File: src/rtl/cke_pwr_pkg.sv
package cke_pwr_pkg;

    typedef enum logic [2:0] {
        CMD_DESEL = 3'd0,
        CMD_NOP   = 3'd1,
        CMD_ACT   = 3'd2,
        CMD_READ  = 3'd3,
        CMD_WRITE = 3'd4,
        CMD_PRE   = 3'd5,
        CMD_AREF  = 3'd6,
        CMD_MODE  = 3'd7
    } cmd_e;

    typedef enum logic [1:0] {
        PS_IDLE    = 2'd0,
        PS_ACTIVE  = 2'd1,
        PS_PWRDN   = 2'd2,
        PS_SELFREF = 2'd3
    } pstate_e;

    typedef struct packed {
        logic quiet;   // NOP or deselect
        logic rd;      // read
        logic aref;    // auto refresh
    } cmd_class_t;

endpackage

File: src/rtl/cke_cmd_class.sv
module cke_cmd_class
    import cke_pwr_pkg::*;
(
    input  logic [2:0]  cmd,
    output cmd_class_t  cls
);
    always_comb begin
        cls       = '0;
        cls.quiet = (cmd == CMD_NOP) || (cmd == CMD_DESEL);
        cls.rd    = (cmd == CMD_READ);
        cls.aref  = (cmd == CMD_AREF);
    end
endmodule

File: src/rtl/cke_lock_timer.sv
module cke_lock_timer #(
    parameter int LEN = 10
) (
    input  logic clk,
    input  logic rst,
    input  logic load,
    output logic busy
);
    localparam int W = $clog2(LEN + 1);

    logic [W-1:0] cnt_d, cnt_q;

    always_comb begin
        cnt_d = cnt_q;
        if (load)
            cnt_d = W'(LEN);
        else if (cnt_q != '0)
            cnt_d = cnt_q - 1'b1;
    end

    always_ff @(posedge clk) begin
        if (rst) cnt_q <= '0;
        else     cnt_q <= cnt_d;
    end

    assign busy = (cnt_q != '0);

    // a running countdown steps down by exactly one per edge
    assert_timer_step_R9: assert property (@(posedge clk) disable iff (rst)
        (busy && !load) |=> (cnt_q == $past(cnt_q) - 1'b1));

    // a load always opens a window
    assert_timer_load_R8: assert property (@(posedge clk) disable iff (rst)
        load |=> busy);

endmodule

File: src/rtl/cke_power_tracker.sv
module cke_power_tracker
    import cke_pwr_pkg::*;
#(
    parameter int XSNR_CYCLES      = 10,
    parameter int READ_LOCK_CYCLES = 200
) (
    input  logic       clk,
    input  logic       rst,
    input  logic       cke,
    input  logic [2:0] cmd,
    input  logic       any_bank_open,
    output logic [1:0] power_state,
    output logic       illegal,
    output logic       read_allowed
);
    typedef struct packed {
        pstate_e st;
        logic    cke;
        logic    ill;
    } trk_t;

    localparam trk_t TRK_RESET = '{st: PS_IDLE, cke: 1'b1, ill: 1'b0};

    trk_t       trk_d, trk_q;
    cmd_class_t cls;
    logic       sr_exit;
    logic       xsnr_busy, rd_busy;
    logic       asleep;
    pstate_e    awake_st;

    cke_cmd_class u_class (.cmd(cmd), .cls(cls));

    cke_lock_timer #(.LEN(XSNR_CYCLES)) u_xsnr (
        .clk(clk), .rst(rst), .load(sr_exit), .busy(xsnr_busy));

    cke_lock_timer #(.LEN(READ_LOCK_CYCLES)) u_rdlock (
        .clk(clk), .rst(rst), .load(sr_exit), .busy(rd_busy));

    assign asleep   = (trk_q.st == PS_PWRDN) || (trk_q.st == PS_SELFREF);
    assign awake_st = any_bank_open ? PS_ACTIVE : PS_IDLE;

    always_comb begin
        trk_d     = trk_q;
        trk_d.cke = cke;
        trk_d.ill = 1'b0;
        sr_exit   = 1'b0;
        unique case ({trk_q.cke, cke})
            2'b00: begin
                if (!asleep) trk_d.ill = 1'b1;
            end
            2'b01: begin
                if (asleep && cls.quiet) begin
                    trk_d.st = awake_st;
                    sr_exit  = (trk_q.st == PS_SELFREF);
                end else begin
                    trk_d.ill = 1'b1;
                end
            end
            2'b10: begin
                if (asleep)
                    trk_d.ill = 1'b1;
                else if (cls.quiet)
                    trk_d.st = PS_PWRDN;
                else if (cls.aref && !any_bank_open)
                    trk_d.st = PS_SELFREF;
                else
                    trk_d.ill = 1'b1;
            end
            default: begin
                if (asleep) begin
                    trk_d.ill = 1'b1;
                end else begin
                    trk_d.st = awake_st;
                    if (xsnr_busy && !cls.quiet) trk_d.ill = 1'b1;
                    if (cls.rd && rd_busy)       trk_d.ill = 1'b1;
                end
            end
        endcase
    end

    always_ff @(posedge clk) begin
        if (rst) trk_q <= TRK_RESET;
        else     trk_q <= trk_d;
    end

    assign power_state  = trk_q.st;
    assign illegal      = trk_q.ill;
    assign read_allowed = !rd_busy;

    // low-power state held quietly while clock enable stays low
    assert_sleep_hold_R2: assert property (@(posedge clk) disable iff (rst)
        (!trk_q.cke && !cke && asleep) |=> ($stable(power_state) && !illegal));

    // a quiet wake-up leaves no error and lands awake
    assert_wake_clean_R3: assert property (@(posedge clk) disable iff (rst)
        (!trk_q.cke && cke && asleep && cls.quiet) |=> (!illegal && !power_state[1]));

    // quiet high-to-low entry goes to power down
    assert_pd_entry_R4: assert property (@(posedge clk) disable iff (rst)
        (trk_q.cke && !cke && !asleep && cls.quiet) |=> (power_state == 2'd2));

    // auto refresh on falling clock enable enters self refresh
    assert_sr_entry_R5: assert property (@(posedge clk) disable iff (rst)
        (trk_q.cke && !cke && !asleep && cls.aref && !any_bank_open)
        |=> (power_state == 2'd3));

    // busy command inside the exit window is rejected
    assert_xsnr_guard_R8: assert property (@(posedge clk) disable iff (rst)
        (trk_q.cke && cke && xsnr_busy && !cls.quiet) |=> illegal);

    // read during lockout is rejected
    assert_read_lock_R9: assert property (@(posedge clk) disable iff (rst)
        (trk_q.cke && cke && cls.rd && !read_allowed) |=> illegal);

endmodule

File: config.mk
export PLATFORM = sky130hd
export DESIGN_NAME = cke_power_tracker
export DESIGN_NICKNAME = d
export VERILOG_FILES = /design/src/rtl/cke_pwr_pkg.sv /design/src/rtl/cke_cmd_class.sv /design/src/rtl/cke_lock_timer.sv /design/src/rtl/cke_power_tracker.sv
export SDC_FILE = /design/constraint.sdc
export NUM_CORES = 1
export LEC_CHECK = 0
export ABC_AREA = 1
export CORE_MARGIN = 2
export CORE_UTILIZATION = 50
export CTS_CLUSTER_DIAMETER = 150
export DETAILED_ROUTE_END_ITERATION = 10
export HOLD_SLACK_MARGIN = 0.02
export PLACE_DENSITY = 0.85
export SYNTH_ARGS = -nofsm -noshare
export SYNTH_HDL_FRONTEND = slang
export SYNTH_SLANG_ARGS = --single-unit
File: constraint.sdc
create_clock -name clk -period 3.57 [get_ports clk]
set_clock_uncertainty 0.15 [all_clocks]
set_input_delay 0.357 -clock clk [delete_from_list [all_inputs] [get_ports clk]]
set_output_delay 0.357 -clock clk [all_outputs]
set_load 0.05 [all_outputs]
## Word level (Yosys, flattened, before mapping)

Cells that the tools add are included.

- Mux-type cells: 22
- Bitwise operators: 1
- $add $sub $neg: 2
- Equality and inequality tests: 11
- Reductions and logical operators: 17

Operators by type and width:

| operator | count |
|---|---|
| two-way mux 8 bit | 2 |
| two-way mux 1 bit | 11 |
| two-way mux 2 bit | 5 |
| two-way mux 4 bit | 2 |
| nonzero test 8 bit | 1 |
| subtractor 8 x 1 -> 8 bit (second input constant) | 1 |
| equality test 2 bit (second input constant) | 3 |
| one-hot mux 2 bit (3 select lines) | 1 |
| AND reduction 5 bit | 1 |
| logical AND 1 bit | 4 |
| inequality test 2 bit (second input constant) | 2 |
| nonzero test 2 bit | 2 |
| nonzero test 4 bit | 1 |
| subtractor 4 x 1 -> 4 bit (second input constant) | 1 |
| equality test 3 x 1 -> 1 bit (second input constant) | 1 |
| equality test 3 x 2 -> 1 bit (second input constant) | 1 |
| equality test 3 bit (second input constant) | 1 |
| logical NOT 1 bit | 3 |
| logical NOT 3 bit | 1 |
| inequality test 3 bit (second input constant) | 1 |
| one-hot mux 1 bit (3 select lines) | 1 |
| equality test 2 x 1 -> 1 bit (second input constant) | 1 |
| logical NOT 2 bit | 1 |
| logical OR 1 bit | 2 |
| 3 further kinds | 3 |

- Bits of input ports: 7
- Flip-flop bits (word level): 16
- Output and inout bits: 4

## Logic depth before layout (Yosys ltp)

- Depth in word-level cells: 8
- Depth in mapped cells: 9

## Cells and area by module

A second synthesis with hierarchy kept.

- Cells, all modules: 133
- Area, all modules: 902.1 µm²

Modules (own cells, without submodules):

| module | sequential area each (µm²) | area each (µm²) | cells an instance | instances |
|---|---|---|---|---|
| cke_lock_timer (u_rdlock) | 160.2 | 465.4 | 63 | 1 |
| cke_power_tracker | 80.1 | 257.7 | 42 | 1 |
| cke_lock_timer (u_xsnr) | 80.1 | 160.2 | 23 | 1 |
| cke_cmd_class | 0.0 | 18.8 | 5 | 1 |

## Worst setup path before layout

No wires, ideal clock.

- Path kind: register to output
- Start point: register u_rdlock.cnt_q[0]
- End point: output port read_allowed
- Arrival time: 0.960 ns
- Stages on the path, launching flop included: 5
- Path slack: 2.103 ns
- Buffers on the path: 0
- Cell sequence: dfxtp_1 inv_1 ha_1 nand2_1 nor2_4

- Word-level cells in the longest chain between the ends: 2

RTL lines:

| element | RTL line | text |
|---|---|---|
| start, declared | cke_lock_timer.sv:11 | `logic [W-1:0] cnt_d, cnt_q;` |
| start signal, assigned | cke_lock_timer.sv:23 | `else cnt_q <= cnt_d;` |
| nonzero test 8 bit | cke_lock_timer.sv:26 | `assign busy = (cnt_q != '0);` |
| logical NOT 1 bit | cke_power_tracker.sv:88 | `assign read_allowed = !rd_busy;` |
| end, declared | cke_power_tracker.sv:14 | `output logic read_allowed` |

Every way passes these cells.

## Worst setup path after layout

Ends and elaborated chain as after synthesis.

==> flow_summary.ini <==
[drt]
first_pass_iters = 4
drt_iter0_drc = 5
wl_per_cell_um = 10.2
vias = 784
viasPerCell = 4.78
routed_wl_mm = 1.67
drc = 0
antenna_left = 0

[timing]
hold_viol = 0
worst_pin_slew_ns = 0.514
slew_headroom_pct = 65.6
drv_slew = 0
hold_ws_ns = 0.316
fmax_mhz = 407
rsz0062_at_grt = no
min_period_ns = 2.46
post-route-period-util_pct = 68.9
tns_ns = 0
finalSetupViolCount = 0

[critical_path]
r2r_cells = 6
worst_setup_path_start_kind = flop
cp.required_ns = 3.06
reg2reg_from = u_rdlock.cnt_q[0]
crit_chain = inv_1 > ha_1 > nand2_1 > nor2_4 > clkdlybuf4s50_1
slowest_delay_ns = 0.81
path_max_fanout = 4
crit_slowest_cell = clkdlybuf4s50_1
critPathKind = reg2out
critPathArrivalTime_ns = 1.95
regToRegSetupSlack_ns = 2.13
end_kind = primary output
r2r-end = u_rdlock.cnt_q[7]

[logic_synthesis]
yosys_warnings = 0
synth_area_leaders = dfxtp_1, nand2_1, nor2_1, inv_1, a21oi_1
ys_seq_area_share_pct = 35.4
synthTopCellsByCount = nand2_1, dfxtp_1, nor2_1, inv_1, a21oi_1
syn-mean-instance-area_um2 = 7.08
synth_top_area_share_pct = 35.4
ys_types = 25
yosysTopAreaCell = dfxtp_1
synth_cells = 128
synthFlopType = dfxtp_1
async_flop_share_pct = 0
synth_edf_count = 0
synth_area_um2 = 906
yosysMostFrequentCell = nand2_1
ys_ff_latch = 16
syn-num-nets = 137

[die]
dieArea_mm2 = 0.00217
die_h_um = 46.6
io_pins = 11
die_w_um = 46.6
num_rows = 15
floorplan.initialDensity_pct = 53.0
coreArea_mm2 = 0.00171

[grt]
grt_pass1_vias = 730
overflow = 0
grt_max_degree = 9
grt_pass1_wl_mm = 2.87
gr-usage-all-layers_pct = 19.0
grt_antenna_before_repair = 0

[clock_tree]
clkSlewWorstSetupHoldPaths_ns = 0.09
cts_max_level = 1
worstSkewPairLatency_ns = 0.28
cts_buffers = 3
ctsHoldBuffers = 0
cts_resized = 0
cts_tree = built
clockBufferDepth = 2
cts.sinks = 16
post_cts_buffers = 0
cts_root_buf = clkbuf_4

[placed_design]
port_buffers = 10
place_inst = 161
hpwl_mm = 1.40
placed_cell_area_mm2 = 0.00102
place.gp.congestion = 0.771

[run]
max_cap_violations = 0

[hold_path]
hold_depth = 1
holdPathEnd = u_xsnr.cnt_q[0]
hp-start = u_xsnr.cnt_q[0]
hp-class = reg2reg

[layout]
area_growth_pct = 15.3
multi_input_area_um2 = 507
fillCellCount = 151
drive_above_1_share_pct = 16.5
fin_area_mm2 = 0.00104
num-nets-final = 150
post-route-util_pct = 61.2
stdcell_count = 164
antenna_cells = 0
register_area_um2 = 320

[power]
powerDensity_mw_per_mm2 = 775
power_leakage_nw = 0.478
ir_drop_mv = 0.400

[run_status]
status = finished clean
[placed cells by master (no fill, tap or decap), drive strengths merged]
master         count
clkdlybuf4s50     10
clkbuf             3
o21a               1
nor3               2
o21bai             1
or2                3
inv               16
nand4              1
nor2              26
o21ai              4
clkinv             1
a21oi             11
xor2               1
ha                 2
nand3              5
dfxtp             16
nand2             35
a31oi              1
[kinds of logic (layout without fill, tap and decap cells)]
kind of cell / after synthesis / in the layout / synth area share [%]
AND/OR/NAND/NOR: 72 / 72 / 40.7
buffers and inverters: 19 / 30 / 8.70
AO/OA/AOI/OAI: 18 / 18 / 11.5
flip-flops: 16 / 16 / 35.4
adder cells (fa/ha/maj): 2 / 2 / 2.76
XOR/XNOR: 1 / 1 / 0.967
[per-stage QoR]
step | worst slack [ns] | power [mW]
finish | 1.11 | 0.809
global route | 1.01 | 0.881
CTS | 1.10 | 0.816
detailed placement | 1.41 | 0.724
global placement | 1.48 | 0.700
floorplan | 2.10 | 0.627
[flip-flops by register name, summed over array words and instances (netlist names)]
| register | flops |
|---|---|
| trk_q | 1 |
| u_rdlock.cnt_q | 8 |
| power_state | 2 |
| u_xsnr.cnt_q | 4 |
| illegal | 1 |
[worst max-delay path: cells and delay by family (launching register included)]
kind / cells / cell delay (ns)
DFF: 1 / 0.33
and+or+nand+nor: 2 / 0.25
adders and majority gates: 1 / 0.17
buffers and inverters: 2 / 0.91
[power breakdown]
group	internal (mW)	switching, mW	total, mW
Combinational	0.166	0.284	0.450
Sequential	0.227	0.0393	0.267
Clock	0.0392	0.0533	0.0925
Total	0.433	0.377	0.809
[metal layers]
layer,vias to the layer above,wire [um],GRT usage (%)
li1,418,-,-
met1,359,714,21.0
met2,5,894,34.4
met3,2,55,7.06
met4,0,6,3.43
met5,-,0,0
[worst max-delay path by stage]
stage,from,slack (ns),cells past startpoint,end
final,u_rdlock.cnt_q[0],1.11,5,read_allowed
after global routing,u_rdlock.cnt_q[0],1.01,5,read_allowed
after CTS,u_rdlock.cnt_q[0],1.10,5,read_allowed
after detailed placement,u_rdlock.cnt_q[0],1.41,5,read_allowed
after global placement,u_rdlock.cnt_q[0],1.48,5,read_allowed
after floorplan,u_rdlock.cnt_q[0],2.10,4,read_allowed
[area by class of cell]
| class | instances | area share (%) |
|---|---|---|
| Timing Repair Buffer | 10 | 9.58 |
| Multi-Input combinational cell | 93 | 48.5 |
| Clock buffer | 3 | 2.16 |
| Sequential cell | 16 | 30.7 |
| Tap cell | 25 | 2.99 |
| Inverter | 17 | 6.11 |
Note: power is estimated with default switching activity, not from simulation.
